--- config.mk ---
export PLATFORM = sky130hd
export DESIGN_NAME = txasm_top
export DESIGN_NICKNAME = d
export VERILOG_FILES = /design/src/rtl/txasm_pkg.sv /design/src/rtl/txasm_lanes.sv /design/src/rtl/txasm_parser.sv /design/src/rtl/txasm_status.sv /design/src/rtl/txasm_top.sv
export SDC_FILE = /design/constraint.sdc
export NUM_CORES = 1
export LEC_CHECK = 0
export BUFFER_PORTS_ARGS = -buffer_cell sky130_fd_sc_hd__buf_4
export CORE_ASPECT_RATIO = 1.75
export CORE_UTILIZATION = 45
export DETAILED_ROUTE_END_ITERATION = 12
export PLACE_DENSITY = 0.74
export SLEW_MARGIN = 25
export SYNTH_ARGS = -nofsm -noshare
export SYNTH_HDL_FRONTEND = slang
export SYNTH_SLANG_ARGS = --single-unit
--- constraint.sdc ---
create_clock -name clk -period 11.15 [get_ports clk]
set_input_delay 0.5575 -clock clk [delete_from_list [all_inputs] [get_ports clk]]
set_output_delay 0.5575 -clock clk [all_outputs]
set_load 0.05 [all_outputs]
--- src/rtl/txasm_pkg.sv ---
package txasm_pkg;

    localparam int unsigned WORD_W = 32;
    localparam int unsigned LANES  = WORD_W / 8;

    localparam logic [31:0] CMD_A_MASK = 32'h831F_37FF;

    typedef enum logic [1:0] {
        ST_IDLE = 2'd0,
        ST_TAG  = 2'd1,
        ST_DATA = 2'd2
    } parse_state_e;

    typedef struct packed {
        logic        notify;
        logic [1:0]  align;
        logic [4:0]  offset;
        logic        first;
        logic        last;
        logic [10:0] length;
    } cmd_a_t;

    function automatic cmd_a_t decode_cmd_a(input logic [31:0] w);
        logic [31:0] m;
        cmd_a_t      c;
        m        = w & CMD_A_MASK;
        c.notify = m[31];
        c.align  = m[25:24];
        c.offset = m[20:16];
        c.first  = m[13];
        c.last   = m[12];
        c.length = m[10:0];
        return c;
    endfunction

    function automatic logic [2:0] filler_words(input logic [1:0] align,
                                                input logic [9:0] nwords);
        logic [2:0] f;
        case (align)
            2'd1:    f = {1'b0, (~nwords[1:0]) + 2'd1};
            2'd2:    f = (~nwords[2:0]) + 3'd1;
            default: f = 3'd0;
        endcase
        return f;
    endfunction

endpackage

--- src/rtl/txasm_lanes.sv ---
module txasm_lanes
    import txasm_pkg::*;
#(
    parameter int unsigned MAX_FRAME = 2048,
    localparam int unsigned FCNT_W   = $clog2(MAX_FRAME + 1)
) (
    input  logic [11:0]       pos_i,
    input  logic [4:0]        offset_i,
    input  logic [10:0]       length_i,
    input  logic [FCNT_W-1:0] fcnt_i,
    output logic [LANES-1:0]  keep_o,
    output logic [2:0]        nkept_o,
    output logic              dropped_o
);
    logic [12:0]      hi;
    logic [LANES-1:0] inbuf;

    assign hi = {8'd0, offset_i} + {2'd0, length_i};

    generate
        for (genvar g = 0; g < LANES; g++) begin : g_lane
            logic [12:0] idx;
            assign idx      = {1'b0, pos_i} + 13'(g);
            assign inbuf[g] = (idx >= {8'd0, offset_i}) && (idx < hi);
        end
    endgenerate

    always_comb begin
        logic [FCNT_W:0] run;
        run     = {1'b0, fcnt_i};
        keep_o  = '0;
        nkept_o = 3'd0;
        for (int i = 0; i < LANES; i++) begin
            if (inbuf[i] && (run < (FCNT_W+1)'(MAX_FRAME))) begin
                keep_o[i] = 1'b1;
                run       = run + 1'b1;
                nkept_o   = nkept_o + 3'd1;
            end
        end
    end

    assign dropped_o = |(inbuf & ~keep_o);

endmodule

--- src/rtl/txasm_parser.sv ---
module txasm_parser
    import txasm_pkg::*;
#(
    parameter int unsigned MAX_FRAME = 2048,
    localparam int unsigned FCNT_W   = $clog2(MAX_FRAME + 1)
) (
    input  logic              clk,
    input  logic              rst,
    input  logic              flush_i,
    input  logic              wr_valid_i,
    input  logic [WORD_W-1:0] wr_data_i,
    input  logic              fifo_full_i,
    output logic              out_valid_o,
    output logic [WORD_W-1:0] out_data_o,
    output logic [LANES-1:0]  out_keep_o,
    output logic              frame_end_o,
    output logic              irq_txdone_o,
    output logic              irq_overflow_o,
    output logic              err_long_o,
    output logic              end_now_o,
    output logic [15:0]       tag_now_o
);
    parse_state_e      state;
    cmd_a_t            cmd_q;
    logic [15:0]       tag_q;
    logic [11:0]       pos_q;
    logic [9:0]        words_left;
    logic [2:0]        fill_left;
    logic [FCNT_W-1:0] fcnt;

    logic              take;
    logic [11:0]       span;
    logic [9:0]        nwords;
    logic [2:0]        nfill;
    logic              b_done;
    logic              last_word;
    logic              finishing;
    logic [LANES-1:0]  keep_c;
    logic [2:0]        nkept_c;
    logic              dropped_c;

    assign take      = wr_valid_i && !fifo_full_i && !flush_i;
    assign span      = {1'b0, cmd_q.length} + {7'd0, cmd_q.offset} + 12'd3;
    assign nwords    = span[11:2];
    assign nfill     = filler_words(cmd_q.align, nwords);
    assign b_done    = (nwords == 10'd0) && (nfill == 3'd0);
    assign last_word = ((words_left == 10'd1) && (fill_left == 3'd0)) ||
                       ((words_left == 10'd0) && (fill_left == 3'd1));
    assign finishing = (state == ST_TAG && b_done) || (state == ST_DATA && last_word);
    assign end_now_o = take && finishing && cmd_q.last;
    assign tag_now_o = (state == ST_TAG) ? wr_data_i[31:16] : tag_q;

    txasm_lanes #(.MAX_FRAME(MAX_FRAME)) u_lanes (
        .pos_i     (pos_q),
        .offset_i  (cmd_q.offset),
        .length_i  (cmd_q.length),
        .fcnt_i    (fcnt),
        .keep_o    (keep_c),
        .nkept_o   (nkept_c),
        .dropped_o (dropped_c)
    );

    always_ff @(posedge clk) begin
        if (rst) begin
            state          <= ST_IDLE;
            cmd_q          <= '0;
            tag_q          <= '0;
            pos_q          <= '0;
            words_left     <= '0;
            fill_left      <= '0;
            fcnt           <= '0;
            out_valid_o    <= 1'b0;
            out_data_o     <= '0;
            out_keep_o     <= '0;
            frame_end_o    <= 1'b0;
            irq_txdone_o   <= 1'b0;
            irq_overflow_o <= 1'b0;
            err_long_o     <= 1'b0;
        end else begin
            out_valid_o    <= 1'b0;
            out_keep_o     <= '0;
            frame_end_o    <= 1'b0;
            irq_txdone_o   <= 1'b0;
            err_long_o     <= 1'b0;
            irq_overflow_o <= wr_valid_i && fifo_full_i;
            if (flush_i) begin
                state <= ST_IDLE;
                fcnt  <= '0;
            end else if (take) begin
                case (state)
                    ST_IDLE: begin
                        cmd_q <= decode_cmd_a(wr_data_i);
                        state <= ST_TAG;
                    end
                    ST_TAG: begin
                        tag_q      <= wr_data_i[31:16];
                        pos_q      <= '0;
                        words_left <= nwords;
                        fill_left  <= nfill;
                        if (cmd_q.first) fcnt <= '0;
                        state      <= ST_DATA;
                    end
                    ST_DATA: begin
                        if (words_left != 10'd0) begin
                            out_valid_o <= |keep_c;
                            out_data_o  <= wr_data_i;
                            out_keep_o  <= keep_c;
                            err_long_o  <= dropped_c;
                            fcnt        <= fcnt + FCNT_W'(nkept_c);
                            pos_q       <= pos_q + 12'd4;
                            words_left  <= words_left - 10'd1;
                        end else begin
                            fill_left   <= fill_left - 3'd1;
                        end
                    end
                    default: state <= ST_IDLE;
                endcase
                if (finishing) begin
                    state        <= ST_IDLE;
                    frame_end_o  <= cmd_q.last;
                    irq_txdone_o <= cmd_q.notify;
                end
            end
        end
    end

endmodule

--- src/rtl/txasm_status.sv ---
module txasm_status #(
    parameter int unsigned STAT_DEPTH = 512,
    localparam int unsigned SCNT_W    = $clog2(STAT_DEPTH + 1)
) (
    input  logic        clk,
    input  logic        rst,
    input  logic        end_i,
    input  logic [15:0] tag_i,
    input  logic        pop_i,
    output logic        push_o,
    output logic [31:0] data_o,
    output logic        full_irq_o
);
    logic [SCNT_W-1:0] occ;
    logic              push;
    logic              pop_ok;

    assign push   = end_i && (occ < SCNT_W'(STAT_DEPTH));
    assign pop_ok = pop_i && (occ != '0);

    always_ff @(posedge clk) begin
        if (rst) begin
            occ        <= '0;
            push_o     <= 1'b0;
            data_o     <= '0;
            full_irq_o <= 1'b0;
        end else begin
            if (push && !pop_ok)      occ <= occ + 1'b1;
            else if (!push && pop_ok) occ <= occ - 1'b1;
            push_o     <= push;
            data_o     <= push ? {tag_i, 16'h0000} : 32'h0;
            full_irq_o <= push && !pop_ok && (occ == SCNT_W'(STAT_DEPTH - 1));
        end
    end

endmodule

--- src/rtl/txasm_top.sv ---
module txasm_top
    import txasm_pkg::*;
#(
    parameter int unsigned MAX_FRAME  = 2048,
    parameter int unsigned STAT_DEPTH = 512
) (
    input  logic        clk,
    input  logic        rst,
    input  logic        flush_i,
    input  logic        wr_valid_i,
    input  logic [31:0] wr_data_i,
    input  logic        fifo_full_i,
    input  logic        stat_pop_i,
    output logic        out_valid_o,
    output logic [31:0] out_data_o,
    output logic [3:0]  out_keep_o,
    output logic        frame_end_o,
    output logic        irq_txdone_o,
    output logic        stat_push_o,
    output logic [31:0] stat_data_o,
    output logic        irq_stat_full_o,
    output logic        irq_overflow_o,
    output logic        err_frame_long_o
);
    logic        end_now;
    logic [15:0] tag_now;

    txasm_parser #(.MAX_FRAME(MAX_FRAME)) u_parser (
        .clk            (clk),
        .rst            (rst),
        .flush_i        (flush_i),
        .wr_valid_i     (wr_valid_i),
        .wr_data_i      (wr_data_i),
        .fifo_full_i    (fifo_full_i),
        .out_valid_o    (out_valid_o),
        .out_data_o     (out_data_o),
        .out_keep_o     (out_keep_o),
        .frame_end_o    (frame_end_o),
        .irq_txdone_o   (irq_txdone_o),
        .irq_overflow_o (irq_overflow_o),
        .err_long_o     (err_frame_long_o),
        .end_now_o      (end_now),
        .tag_now_o      (tag_now)
    );

    txasm_status #(.STAT_DEPTH(STAT_DEPTH)) u_status (
        .clk        (clk),
        .rst        (rst),
        .end_i      (end_now),
        .tag_i      (tag_now),
        .pop_i      (stat_pop_i),
        .push_o     (stat_push_o),
        .data_o     (stat_data_o),
        .full_irq_o (irq_stat_full_o)
    );

endmodule

==> results.toml <==
[logic_synthesis]
yosys_most_used_dff = "dfxtp_1"
synth_edf_count = 0
synthCells = 1106
syn_area_per_cell_um2 = 7.74
yosys_warnings = 0
synth_cell_type_count = 82
async_reset_ff_frac = 0
synth-seq-cells = 143
syn_area_um2 = 8560
ys_seq_area_frac = 0.334

[routing]
routed_via_density = 5.59
routed_wl_um = 22800
drt.antenna.violating_nets = 0
drtIter0Drc = 329
wire_per_inst_um = 16.2
first_pass_iters = 5
drc_errors = 0
num_vias = 7879

[timing]
period_minus_slack_ns = 6.63
fin_crit_sh = 0.595
fmax_mhz = 151
setup_viol = 0
grt_setup_unrepaired = "no"
timing_hold_violations_final = 0
fin_ws_ns = 4.52
worst_slew_pin_slew_ns = 0.872
slew_violations = 0
clock_skew_ns = 0.0129
maxSlewHeadroom = 0.417
fin_setup_tns_ns = 0

[run]
drv_cap = 0

[global_routing]
grt_pass1_vias = 7732
grt_max_degree = 74
grt_overflow = 0
grt.total_usage = 0.241
grt_pass1_wl_um = 37200
grt_antenna_before_repair = 0

[min_path]
hold_path_depth = 3
hold_path.class = "in -> reg"
min-delay-start = "fifo_full_i"
min_to = "u_parser.irq_overflow_o"

[setup_path]
timing.rr.end = "u_parser.fcnt[8]"
critPathMostFrequentCell = "ha_1"
cp.arrival_ns = 6.92
reg2reg_from = "u_parser.cmd_q[14]"
cp_slowest_cell = "xnor2_1"
worst_r2r_path_depth = 29
cp_max_fo = 11
r2r_slack_ns = 4.52
cp-startpoint = "u_parser.cmd_q[14]"
crit_required_ns = 11.44
crit_path_max_incr_delay_ns = 0.48
endpoint_kind = "flop"
worstSetupPathType = "reg -> reg"
crit_path_start_kind = "flop"

[power]
p_clk_frac = 0.401
power_switching_w = 0.000420
seq_power_share = 0.377
p_per_area_nw_per_um2 = 147
combPwrFrac = 0.222
ir_drop_mv = 0.127
p_sw_frac = 0.289
leakagePower_nw = 3.91
p_int_w = 0.00104
power_w = 0.00146

[final_layout]
syn_to_final_growth_pct = 15.8
drive_gt1_frac = 0.132
multiInputGateArea_um2 = 5220
final_util = 0.534
fillers = 1783
seq_area_um2 = 2860
diodes = 0
final_nets = 1267

[placement]
dp_slack_ns = 4.64
dpl.hpwl_um = 17100
portBuffers = 96
place_congestion = 0.960

[cts]
cts_buffer_depth = 2
clock_latency_ns = 0.42
ctsResizeCount = 0
cts.clk_slew.worst_paths_ns = 0.06
post_cts_buffers = 0
cts_root_buf = "clkbuf_16"
cts_sinks = 143
cts_hold_buf = 0
cts_tree = "done"
cts_max_level = 4
numCtsBuffers = 17

[floorplanning]
rows = 66
ioPinCount = 113
die-area_um2 = 19600
core_area_um2 = 18600
start_util = 0.461
die_height_um = 184
dieWidth_um = 106

[run_status]
outcome = "completed"
==> stage by stage <==
step	hold slack (ns)	cells	instance area, um2
after floorplan	0.432	1121	8620
after global placement	0.440	1379	9310
after detailed placement	0.447	1379	9310
after CTS	0.362	1409	9910
after global routing	0.373	1409	9920
final	0.378	1409	9920
==> cells by family after synthesis <==
| family | count (synthesis) | synth area share |
|---|---|---|
| and+or+nand+nor | 446 | 0.244 |
| AOI/OAI and AO/OA | 256 | 0.181 |
| DFF | 143 | 0.334 |
| buffers and inverters | 126 | 0.0639 |
| adders and majority gates | 71 | 0.108 |
| xor gates and xnor gates | 53 | 0.0558 |
| muxes | 10 | 0.0120 |
| other | 1 | 0.000438 |
==> critical path: cells and delay by family, from the launching register on <==
| kind | cells | cell delay (ns) |
|---|---|---|
| compound gates | 8 | 1.92 |
| xor+xnor | 3 | 0.87 |
| fa+ha+maj | 5 | 1.39 |
| buf+inv | 3 | 0.20 |
| flops | 1 | 0.45 |
| mux | 2 | 0.31 |
| simple gates | 8 | 1.37 |
==> power by group through the flow <==
| stage | Clock, W | Combinational, W | Sequential (W) |
|---|---|---|---|
| floorplan | 0 | 0.000265 | 0.000553 |
| global route | 0.000614 | 0.000365 | 0.000551 |
| finish | 0.000584 | 0.000323 | 0.000549 |
| CTS | 0.000595 | 0.000324 | 0.000548 |
| global placement | 0 | 0.000314 | 0.000559 |
| detailed placement | 0 | 0.000320 | 0.000559 |
==> cells in the final DEF, fill, tap and decap left out, types with 4 or more instances in the layout <==
cell type / count
inv_1: 43
nor2b_1: 7
xor2_1: 23
dfxtp_1: 143
nor3b_1: 6
clkbuf_16: 17
ha_1: 63
a21oi_1: 138
nand2_1: 214
and3_1: 9
buf_4: 103
nor2_1: 91
o21bai_1: 10
or2_2: 5
a211oi_1: 8
fa_1: 6
conb_1: 16
nor3_1: 14
a21o_1: 7
and2_1: 7
o21ai_0: 34
nand2b_1: 15
or4_1: 5
a31oi_1: 5
nand4_1: 12
xnor2_1: 29
o21a_1: 8
nor4_1: 5
mux2i_1: 8
o211ai_1: 8
nand3b_1: 4
o31ai_1: 5
nand3_1: 24
or3_1: 5
==> registers in the layout (all words and copies together) (netlist names), 2 cells and up <==
signal and count:
u_parser.out_data_o 32, u_parser.cmd_q 21, u_parser.tag_q 16, u_status.data_o 16
u_parser.fcnt 12, u_parser.pos_q 10, u_parser.words_left 10, u_status.occ 10
u_parser.out_keep_o 4, u_parser.fill_left 3, u_parser.state 2
==> cells in the mapped netlist, types with 3 or more instances <==
| cell type | instances | area share |
|---|---|---|
| nand2_1 | 214 | 0.094 |
| dfxtp_1 | 143 | 0.33 |
| a21oi_1 | 138 | 0.081 |
| nor2_1 | 92 | 0.040 |
| ha_1 | 63 | 0.092 |
| clkbuf_1 | 59 | 0.026 |
| inv_1 | 43 | 0.019 |
| o21ai_0 | 34 | 0.020 |
| xnor2_1 | 29 | 0.030 |
| nand3_1 | 24 | 0.014 |
| xor2_1 | 23 | 0.024 |
| buf_4 | 19 | 0.017 |
| nand2b_1 | 15 | 0.011 |
| nor3_1 | 15 | 0.0088 |
| nand4_1 | 12 | 0.0088 |
| o21bai_1 | 10 | 0.0088 |
| and3_1 | 9 | 0.0066 |
| a211oi_1 | 8 | 0.0070 |
| mux2i_1 | 8 | 0.0094 |
| nor2b_1 | 8 | 0.0058 |
| o211ai_1 | 8 | 0.0070 |
| o21a_1 | 8 | 0.0070 |
| a21o_1 | 7 | 0.0061 |
| and2_1 | 7 | 0.0051 |
| fa_1 | 6 | 0.014 |
| nor3b_1 | 6 | 0.0053 |
| a31oi_1 | 5 | 0.0037 |
| nor4_1 | 5 | 0.0037 |
| o31ai_1 | 5 | 0.0044 |
| or2_2 | 5 | 0.0037 |
| or3_1 | 5 | 0.0037 |
| or4_1 | 5 | 0.0044 |
| nand3b_1 | 4 | 0.0035 |
| buf_1 | 3 | 0.0013 |
| nand4b_1 | 3 | 0.0031 |
| o22ai_1 | 3 | 0.0022 |
==> per-layer routing <==
metal	wire, um	track usage	part of all wire
met3	966	0.0449	0.042
met2	12100	0.452	0.53
met4	1390	0.162	0.061
met1	8370	0.235	0.37
met5	0	0	0
==> worst max-delay path by stage <==
stage | endpoint | slack, ns | depth (start not counted)
3_5_place_dp | u_parser.fcnt[8] | 4.64 | 29
4_1_cts | u_parser.fcnt[8] | 4.60 | 29
6_report | u_parser.fcnt[8] | 4.52 | 29
3_3_place_gp | u_parser.fcnt[8] | 4.89 | 29
2_1_floorplan | u_parser.fcnt[8] | 5.47 | 30
5_1_grt | u_parser.fcnt[8] | 3.98 | 29
==> area by class of cell <==
class                   count  area share
repair buffers            103      0.0780
well taps                 238      0.0300
inverters                  43      0.0163
clock buffers              21      0.0474
multi-input cells         852       0.526
clock inverters             9      0.0134
flip-flops and latches    143       0.289
Power figures use the tool's default switching activity.
